$ cat src/rtl/swg_pkg.sv
package swg_pkg;

   localparam int unsigned REG_FLOOR   = 0;
   localparam int unsigned REG_CEIL    = 1;
   localparam int unsigned REG_CTRL    = 2;
   localparam int unsigned REG_STATUS  = 3;
   localparam int unsigned REG_CAPPC   = 4;
   localparam int unsigned REG_MASKED  = 5;

   localparam int unsigned CTRL_W      = 4;
   localparam int unsigned EVT_W       = 2;

   // bit 0 first: under_det, over_det, under_ie, over_ie
   typedef struct packed {
      logic over_ie;
      logic under_ie;
      logic over_det;
      logic under_det;
   } swg_ctrl_t;

endpackage

$ cat src/rtl/swg_regs.sv
module swg_regs
   import swg_pkg::*;
#(
   parameter int unsigned DATA_W = 32,
   parameter int unsigned ADDR_W = 3
) (
   input  logic              clk,
   input  logic              rst_n,
   input  logic              wr_en,
   input  logic [ADDR_W-1:0] wr_addr,
   input  logic [DATA_W-1:0] wr_data,
   output logic [DATA_W-1:0] floor_q,
   output logic [DATA_W-1:0] ceil_q,
   output swg_ctrl_t         ctrl_q,
   output logic [EVT_W-1:0]  clr_pulse
);

   localparam logic [ADDR_W-1:0] A_FLOOR  = ADDR_W'(REG_FLOOR);
   localparam logic [ADDR_W-1:0] A_CEIL   = ADDR_W'(REG_CEIL);
   localparam logic [ADDR_W-1:0] A_CTRL   = ADDR_W'(REG_CTRL);
   localparam logic [ADDR_W-1:0] A_STATUS = ADDR_W'(REG_STATUS);

   always_ff @(posedge clk or negedge rst_n) begin
      if (!rst_n) begin
         floor_q <= '0;
         ceil_q  <= '0;
         ctrl_q  <= '0;
      end else if (wr_en) begin
         if (wr_addr == A_FLOOR) floor_q <= wr_data;
         if (wr_addr == A_CEIL)  ceil_q  <= wr_data;
         if (wr_addr == A_CTRL)  ctrl_q  <= swg_ctrl_t'(wr_data[CTRL_W-1:0]);
      end
   end

   always_comb begin
      clr_pulse = '0;
      if (wr_en && (wr_addr == A_STATUS)) clr_pulse = wr_data[EVT_W-1:0];
   end

endmodule

$ cat src/rtl/swg_cmp.sv
module swg_cmp
   import swg_pkg::*;
#(
   parameter int unsigned DATA_W   = 32,
   parameter bit          PIPE_CMP = 1'b0
) (
   input  logic              clk,
   input  logic              rst_n,
   input  logic              valid,
   input  logic [DATA_W-1:0] sp,
   input  logic [DATA_W-1:0] pc,
   input  logic [DATA_W-1:0] floor_q,
   input  logic [DATA_W-1:0] ceil_q,
   input  logic              under_det,
   input  logic              over_det,
   output logic [EVT_W-1:0]  evt,
   output logic [DATA_W-1:0] evt_pc
);

   logic [EVT_W-1:0] hit_now;

   always_comb begin
      hit_now[0] = valid && under_det && (sp < floor_q);
      hit_now[1] = valid && over_det  && (sp > ceil_q);
   end

   generate
      if (PIPE_CMP) begin : g_piped
         logic [EVT_W-1:0]  evt_q;
         logic [DATA_W-1:0] pc_q;
         always_ff @(posedge clk or negedge rst_n) begin
            if (!rst_n) begin
               evt_q <= '0;
               pc_q  <= '0;
            end else begin
               evt_q <= hit_now;
               pc_q  <= pc;
            end
         end
         assign evt    = evt_q;
         assign evt_pc = pc_q;

         assert_idle_no_event_R9: assert property (@(posedge clk) disable iff (!rst_n)
            !valid |=> (evt == '0))
            else $error("registered event after an invalid cycle");
      end else begin : g_direct
         assign evt    = hit_now;
         assign evt_pc = pc;

         assert_one_side_R3: assert property (@(posedge clk) disable iff (!rst_n)
            (floor_q <= ceil_q) |-> !(evt[0] && evt[1]))
            else $error("both sides hit with an ordered window");
      end
   endgenerate

endmodule

$ cat src/rtl/swg_status.sv
module swg_status
   import swg_pkg::*;
#(
   parameter int unsigned DATA_W = 32
) (
   input  logic              clk,
   input  logic              rst_n,
   input  logic [EVT_W-1:0]  evt,
   input  logic [DATA_W-1:0] evt_pc,
   input  logic [EVT_W-1:0]  clr_pulse,
   input  logic [EVT_W-1:0]  ie,
   output logic [EVT_W-1:0]  raw_q,
   output logic [DATA_W-1:0] cap_pc_q,
   output logic              hit_any,
   output logic              irq
);

   always_ff @(posedge clk or negedge rst_n) begin
      if (!rst_n) begin
         raw_q    <= '0;
         cap_pc_q <= '0;
      end else begin
         raw_q <= (raw_q & ~clr_pulse) | evt;
         if ((raw_q == '0) && (evt != '0)) cap_pc_q <= evt_pc;
      end
   end

   assign hit_any = |raw_q;
   assign irq     = |(raw_q & ie);

   assert_sticky_under_R5: assert property (@(posedge clk) disable iff (!rst_n)
      (raw_q[0] && !clr_pulse[0]) |=> raw_q[0])
      else $error("underflow status dropped without clear");

   assert_sticky_over_R5: assert property (@(posedge clk) disable iff (!rst_n)
      (raw_q[1] && !clr_pulse[1]) |=> raw_q[1])
      else $error("overflow status dropped without clear");

   assert_rise_needs_event_R3: assert property (@(posedge clk) disable iff (!rst_n)
      $rose(raw_q[0]) |-> $past(evt[0]))
      else $error("underflow status rose without event");

   assert_rise_needs_event_R4: assert property (@(posedge clk) disable iff (!rst_n)
      $rose(raw_q[1]) |-> $past(evt[1]))
      else $error("overflow status rose without event");

   assert_cap_hold_R8: assert property (@(posedge clk) disable iff (!rst_n)
      (raw_q != '0) |=> $stable(cap_pc_q))
      else $error("captured pc overwritten while status set");

   assert_irq_needs_hit_R7: assert property (@(posedge clk) disable iff (!rst_n)
      irq |-> hit_any)
      else $error("interrupt without any status bit");

endmodule

$ cat src/rtl/sp_window_guard.sv
module sp_window_guard
   import swg_pkg::*;
#(
   parameter int unsigned DATA_W   = 32,
   parameter int unsigned ADDR_W   = 3,
   parameter bit          PIPE_CMP = 1'b0
) (
   input  logic              clk,
   input  logic              rst_n,
   input  logic              wr_en,
   input  logic [ADDR_W-1:0] wr_addr,
   input  logic [DATA_W-1:0] wr_data,
   input  logic [ADDR_W-1:0] rd_addr,
   output logic [DATA_W-1:0] rd_data,
   input  logic              sp_valid,
   input  logic [DATA_W-1:0] sp_value,
   input  logic [DATA_W-1:0] pc_value,
   output logic              hit_any,
   output logic              irq
);

   generate
      if (DATA_W < CTRL_W) begin : g_bad_width
         $error("DATA_W must hold the control word");
      end
      if (ADDR_W < 3) begin : g_bad_addr
         $error("ADDR_W must reach six registers");
      end
   endgenerate

   logic [DATA_W-1:0] floor_q, ceil_q, evt_pc, cap_pc_q;
   swg_ctrl_t         ctrl_q;
   logic [EVT_W-1:0]  clr_pulse, evt, raw_q, ie;

   swg_regs #(.DATA_W(DATA_W), .ADDR_W(ADDR_W)) u_regs (
      .clk       (clk),
      .rst_n     (rst_n),
      .wr_en     (wr_en),
      .wr_addr   (wr_addr),
      .wr_data   (wr_data),
      .floor_q   (floor_q),
      .ceil_q    (ceil_q),
      .ctrl_q    (ctrl_q),
      .clr_pulse (clr_pulse)
   );

   swg_cmp #(.DATA_W(DATA_W), .PIPE_CMP(PIPE_CMP)) u_cmp (
      .clk       (clk),
      .rst_n     (rst_n),
      .valid     (sp_valid),
      .sp        (sp_value),
      .pc        (pc_value),
      .floor_q   (floor_q),
      .ceil_q    (ceil_q),
      .under_det (ctrl_q.under_det),
      .over_det  (ctrl_q.over_det),
      .evt       (evt),
      .evt_pc    (evt_pc)
   );

   assign ie = {ctrl_q.over_ie, ctrl_q.under_ie};

   swg_status #(.DATA_W(DATA_W)) u_status (
      .clk       (clk),
      .rst_n     (rst_n),
      .evt       (evt),
      .evt_pc    (evt_pc),
      .clr_pulse (clr_pulse),
      .ie        (ie),
      .raw_q     (raw_q),
      .cap_pc_q  (cap_pc_q),
      .hit_any   (hit_any),
      .irq       (irq)
   );

   always_comb begin
      rd_data = '0;
      case (rd_addr)
         ADDR_W'(REG_FLOOR):  rd_data = floor_q;
         ADDR_W'(REG_CEIL):   rd_data = ceil_q;
         ADDR_W'(REG_CTRL):   rd_data = DATA_W'(ctrl_q);
         ADDR_W'(REG_STATUS): rd_data = DATA_W'(raw_q);
         ADDR_W'(REG_CAPPC):  rd_data = cap_pc_q;
         ADDR_W'(REG_MASKED): rd_data = DATA_W'(raw_q & ie);
         default:             rd_data = '0;
      endcase
   end

endmodule

$ cat config.mk
export PLATFORM = sky130hd
export DESIGN_NAME = sp_window_guard
export DESIGN_NICKNAME = d
export VERILOG_FILES = /design/src/rtl/swg_pkg.sv /design/src/rtl/swg_regs.sv /design/src/rtl/swg_cmp.sv /design/src/rtl/swg_status.sv /design/src/rtl/sp_window_guard.sv
export SDC_FILE = /design/constraint.sdc
export NUM_CORES = 1
export LEC_CHECK = 0
export CAP_MARGIN = 10
export CORE_MARGIN = 2
export CORE_UTILIZATION = 40
export CTS_BUF_LIST = sky130_fd_sc_hd__clkbuf_2 sky130_fd_sc_hd__clkbuf_4 sky130_fd_sc_hd__clkbuf_8
export DETAILED_ROUTE_END_ITERATION = 12
export HOLD_SLACK_MARGIN = 0.06
export PLACE_DENSITY = 0.65
export SYNTH_ARGS = -nofsm -noshare
export SYNTH_HDL_FRONTEND = slang
export SYNTH_SLANG_ARGS = --single-unit
$ cat constraint.sdc
create_clock -name clk -period 3.8 [get_ports clk]
set_clock_uncertainty 0.2 [all_clocks]
set_input_delay 0.76 -clock clk [delete_from_list [all_inputs] [get_ports clk]]
set_output_delay 0.76 -clock clk [all_outputs]
set_load 0.01 [all_outputs]
# Word level (Yosys, flattened, before mapping)
# Index checks and enable logic that the tools add are counted.
# classes
reduce_logical	15
bitwise_logic	5
eq_ne	8
n_mux	2
n_lt_le_gt_ge	2
# ops
operator	n
$pmux W32 S6	1
$gt A32 B32 Y1	1
$lt A32 B32 Y1	1
$eq A3 B2 Y1 const B	4
$and A2 B2 Y2	3
$eq A3 B1 Y1 const B	2
$eq A3 B3 Y1 const B	2
$logic_and A1 B1 Y1	6
$logic_not A3 Y1	2
$reduce_and A2 Y1	3
$reduce_or A2 Y1	2
$logic_not A2 Y1	1
$mux W2	1
$not A2 Y2	1
$or A2 B2 Y2	1
$reduce_bool A2 Y1	1
# totals
reg_bits	102
elab_cells	40
output_inout_bits	34
in_bits	106

# Depth between registers and ports, before layout
# depth
ltp_word	6
mapped_depth	10
depth_no_buf	8

# Cells and area by module
# Synthesis repeated with hierarchy kept, for this count alone.
# hier_totals
hier_cells	646
hier_area_um2	7100.6
# modules_own_cells
module	area_each_um2	n_inst	cells_each	seq_area_each_um2
swg_regs	2610.0	1	149	1701.6
swg_cmp	1836.8	1	263	0.0
swg_status	1450.1	1	77	850.8
sp_window_guard	1203.7	1	157	0.0

# Worst setup path after synthesis
# OpenSTA, ideal clock, no wires.
# synth_timing
path_kind	input to output
from	in rd_addr[2]
to	out rd_data[10]
path_stages	6
n_path_buf	3
setup_slack_ns	0.868
arrival_time_ns	1.972
required_time_ns	2.840
path_cell_list	clkbuf_1 nor2b_1 clkbuf_1 clkbuf_1 a21oi_1 nor2_1
# synth_via
elab_chain_len	2
word_cells_on_any_way	7
classes_between	5 x eq/ne; 1 x mux; 1 x reduce/logical
# synth_lines
element	line_no	rtl
start: declaration	sp_window_guard.sv:13	input logic [ADDR_W-1:0] rd_addr,
$eq A3 B3 Y1 (tied with other cells)	sp_window_guard.sv:78	case (rd_addr)
$pmux W32 S6 *	sp_window_guard.sv:78	
end: declaration	sp_window_guard.sv:14	output logic [DATA_W-1:0] rd_data,
# Mark *: on every way between the ends. The rest lies on a longest branch, timed or not.

# Final worst setup path
# layout_timing
from	in rd_addr[1]
to	out rd_data[3]
# Same word-level chain as after synthesis.

==> impl_metrics.env <==
export IMPL_grt_overflow=0
export IMPL_chipWidth_um=136.6
export IMPL_netlist_cell_type_count=45
export IMPL_crit_path_start_kind="primary input"
export IMPL_pre_cts_slack_ns=0.1456
export IMPL_final_layout_size_suffix_gt1_frac=0.06354
export IMPL_nNetsFinal=1124
export IMPL_number_of_standard_cell_rows_in_the_floorplan=48
export IMPL_place_detailed_hpwl_um=15670
export IMPL_syn_inst=839
export IMPL_grt_busiest_layer="met2"
export IMPL_wl_per_cell_um=17.97
export IMPL_drtAntennaViolNets=0
export IMPL_cts_sinks=102
export IMPL_timing_max_transition_violations_final=0
export IMPL_clock_fmax_mhz=275.2
export IMPL_clk_pin_slew_worst_paths_ns=0.11
export IMPL_dieArea_um2=18650
export IMPL_insertedDiodeCount=0
export IMPL_residual_drc_count=0
export IMPL_netlist_area_um2=7030
export IMPL_synthesis_yosys_warnings=0
export IMPL_syn_avg_cell_area_um2=8.380
export IMPL_hold_viol_final=0
export IMPL_gp_congestion=0.8643
export IMPL_detailroute_via_count=6659
export IMPL_dpl_cell_count=1169
export IMPL_grt_total_usage=0.2310
export IMPL_time_the_worst_path_needs_with_i_o_delays_and_setup_ns=3.633
export IMPL_final_wirelength_um=21290
export IMPL_floorplan_initialDensity=0.4079
export IMPL_relative_slew_margins=0.2945
export IMPL_worst_ir_drop_vdd_mv=0.2008
export IMPL_outcome="finished, final reports clean"
export IMPL_worst_ep_required_time_ns=2.84
export IMPL_yosys_register_bits=102
export IMPL_timing_setup_tns_ns=0
export IMPL_cts_root_buf="sky130_fd_sc_hd__clkbuf_8"
export IMPL_synth_yosys_seq_area_share=0.3631
export IMPL_grt_max_degree=64
export IMPL_async_flop_share=1.000
export IMPL_drtPass1Iterations=5
export IMPL_grtUsageMet1=0.3368
export IMPL_grt_pass1_vias=6311
export IMPL_die_height_um=136.6
export IMPL_cts_tree="built"
export IMPL_first_pass_grt_wire_length_um=33330
export IMPL_detailedRoute_firstIterationViolations=595
export IMPL_ports=140
export IMPL_setup_slack_ns=0.1666
export IMPL_grt_antenna_before_repair=0
export IMPL_insertion_delay_ns=0.39
export IMPL_timing_final_crit_share=0.9562
export IMPL_grt_util_met3=0.03852
export IMPL_synth_enable_flop_cells=0
export IMPL_maximum_number_of_buffers_from_clock_root_to_sink=2
export IMPL_p_leak_nw=3.807
export IMPL_unrepaired_setup_endpoints_after_global_routing="no"
export IMPL_worstMarginPinSlew_ns=1.055
export IMPL_placement_io_buffers=139
export IMPL_pwr_density_cell_nw_per_um2=386.7
export IMPL_crit_type="primary input to output port"
export IMPL_htreeDepth=3
export IMPL_area_delta_synth_final_pct=28.15
export IMPL_min_path_type="primary input to asynchronous set/reset pin"
export IMPL_post_cts_setup_buffers=0
export IMPL_arrival_ns=2.67
export IMPL_cts_hold_repair_buffers=0
export IMPL_final_setup_viol_count=0
export IMPL_cts_repair_resized=0
export IMPL_vias_per_cell=5.619
export IMPL_timing_critical_path_to_type="output port"
export IMPL_synth_flop_cell="sky130_fd_sc_hd__dfrtp_1"
export IMPL_post_layout_nonfiller_instances=1185
export IMPL_synthesis_nets=1008
export IMPL_use_met2=0.3617
export IMPL_worst_path_max_fanout=11
export IMPL_max_cap_violations=0
export IMPL_core_area_um2=17240
export IMPL_cts_inserted_buffers=9
## placed cells by master (no fill, tap or decap), types with 2 or more instances in the layout
cell type / netlist / routed
sky130_fd_sc_hd__nand3_1: 41 / 41
sky130_fd_sc_hd__clkdlybuf4s50_1: 0 / 137
sky130_fd_sc_hd__inv_1: 67 / 67
sky130_fd_sc_hd__mux2i_1: 30 / 30
sky130_fd_sc_hd__and4_1: 3 / 3
sky130_fd_sc_hd__a21oi_1: 56 / 56
sky130_fd_sc_hd__o21a_1: 2 / 2
sky130_fd_sc_hd__clkbuf_8: 0 / 10
sky130_fd_sc_hd__o2111ai_1: 32 / 32
sky130_fd_sc_hd__clkinv_2: 0 / 3
sky130_fd_sc_hd__ha_1: 63 / 63
sky130_fd_sc_hd__a32oi_1: 32 / 32
sky130_fd_sc_hd__o211ai_1: 2 / 2
sky130_fd_sc_hd__bufinv_16: 0 / 2
sky130_fd_sc_hd__a22oi_1: 5 / 5
sky130_fd_sc_hd__buf_12: 0 / 9
sky130_fd_sc_hd__nand2_1: 89 / 89
sky130_fd_sc_hd__and3_1: 2 / 2
sky130_fd_sc_hd__and2_1: 32 / 32
sky130_fd_sc_hd__nor2b_1: 5 / 4
sky130_fd_sc_hd__nand4_1: 10 / 10
sky130_fd_sc_hd__buf_4: 6 / 17
sky130_fd_sc_hd__o21ai_0: 78 / 78
sky130_fd_sc_hd__nand2b_1: 3 / 3
sky130_fd_sc_hd__nor2_1: 66 / 65
sky130_fd_sc_hd__o22ai_1: 2 / 2
sky130_fd_sc_hd__dfrtp_1: 102 / 102
sky130_fd_sc_hd__mux2_2: 8 / 8
sky130_fd_sc_hd__o21ai_1: 30 / 30
## cell families (layout without fill, tap and decap cells)
| group | Yosys count | in the layout | synth area share |
|---|---|---|---|
| compound gates | 252 | 252 | 0.2267 |
| fa+ha+maj | 63 | 63 | 0.1121 |
| buf+inv | 126 | 247 | 0.07172 |
| flops | 102 | 102 | 0.3631 |
| mux | 38 | 38 | 0.05553 |
| simple gates | 258 | 258 | 0.1709 |
## registers in the layout, indices dropped and copies added, names as in the netlist
| name | flops |
|---|---|
| u_regs.floor_q | 32 |
| u_regs.ctrl_q | 4 |
| u_regs.ceil_q | 32 |
| u_status.raw_q | 2 |
| u_status.cap_pc_q | 32 |
## Yosys cell counts, types with 2 or more instances
cell / number / share of area
sky130_fd_sc_hd__nor2b_1: 5 / 0.0044
sky130_fd_sc_hd__ha_1: 63 / 0.11
sky130_fd_sc_hd__mux2_2: 8 / 0.013
sky130_fd_sc_hd__nor3b_1: 2 / 0.0021
sky130_fd_sc_hd__nand2b_1: 3 / 0.0027
sky130_fd_sc_hd__o21ai_0: 78 / 0.056
sky130_fd_sc_hd__o21ai_1: 30 / 0.021
sky130_fd_sc_hd__o211ai_1: 2 / 0.0021
sky130_fd_sc_hd__a22oi_1: 5 / 0.0053
sky130_fd_sc_hd__o21a_1: 2 / 0.0021
sky130_fd_sc_hd__a32oi_1: 32 / 0.040
sky130_fd_sc_hd__and4_1: 3 / 0.0037
sky130_fd_sc_hd__nand2_1: 89 / 0.048
sky130_fd_sc_hd__inv_1: 67 / 0.036
sky130_fd_sc_hd__a21oi_1: 56 / 0.040
sky130_fd_sc_hd__clkbuf_1: 46 / 0.025
sky130_fd_sc_hd__dfrtp_1: 102 / 0.36
sky130_fd_sc_hd__nor2_1: 66 / 0.035
sky130_fd_sc_hd__o22ai_1: 2 / 0.0018
sky130_fd_sc_hd__buf_4: 6 / 0.0064
sky130_fd_sc_hd__nand4_1: 10 / 0.0089
sky130_fd_sc_hd__o2111ai_1: 32 / 0.040
sky130_fd_sc_hd__and2_1: 32 / 0.028
sky130_fd_sc_hd__and3_1: 2 / 0.0018
sky130_fd_sc_hd__nand3_1: 41 / 0.029
sky130_fd_sc_hd__buf_2: 7 / 0.0050
sky130_fd_sc_hd__mux2i_1: 30 / 0.043
## area by class of cell
| class | count | area, um^2 |
|---|---|---|
| clock inverters | 6 | 83.83 |
| well taps | 225 | 281.5 |
| clock buffers | 10 | 137.6 |
| flip-flops and latches | 102 | 2552 |
| multi-input cells | 611 | 4019 |
| fillers | 1614 | 8227 |
| inverters | 67 | 251.5 |
| repair buffers | 164 | 1684 |
## final timing paths
check | cells past startpoint | end | startpoint | slack (ns)
hold / removal | 1 | u_status.cap_pc_q[6] | rst_n | 0.14
setup reg to reg | 8 | u_status.cap_pc_q[16] | u_regs.ceil_q[30] | 1.00
min in group clk | 2 | u_status.cap_pc_q[22] | u_status.cap_pc_q[22] | 0.35
max in group asynchronous | 2 | u_regs.floor_q[10] | rst_n | 2.55
hold reg to reg | 2 | u_status.cap_pc_q[22] | u_status.cap_pc_q[22] | 0.35
setup / recovery | 5 | rd_data[3] | rd_addr[1] | 0.17
## stage by stage
step                      utilization  cell area, um^2  total power, mW  hold slack (ns)
final                          0.5227             9010            3.484           0.1428
after global placement         0.5099             8788            2.679           0.3152
after CTS                      0.5227             9010            3.503           0.1645
after floorplan                     -             7030            2.164           0.2644
after detailed placement       0.5099             8788            2.702           0.3229
after global routing           0.5227             9010            3.719           0.1818
## power breakdown
| group | internal, mW | switching (mW) |
|---|---|---|
| Clock | 0.388 | 0.403 |
| Sequential | 1.26 | 0.120 |
| Combinational | 0.604 | 0.704 |
## critical path: stages
cell and delay (ns):
sky130_fd_sc_hd__clkdlybuf4s50_1 0.75, sky130_fd_sc_hd__nor2b_1 0.23, sky130_fd_sc_hd__a21oi_1 0.08, sky130_fd_sc_hd__o21ai_0 0.25
sky130_fd_sc_hd__clkdlybuf4s50_1 0.60
## per-layer routing
metal  vias to the layer above  wire length (um)
met5                         -                 0
met4                         0               234
met3                        16              1366
met2                       242              9798
met1                      3157              9890
li1                       3244                 -
Power figures use the tool's default switching activity.
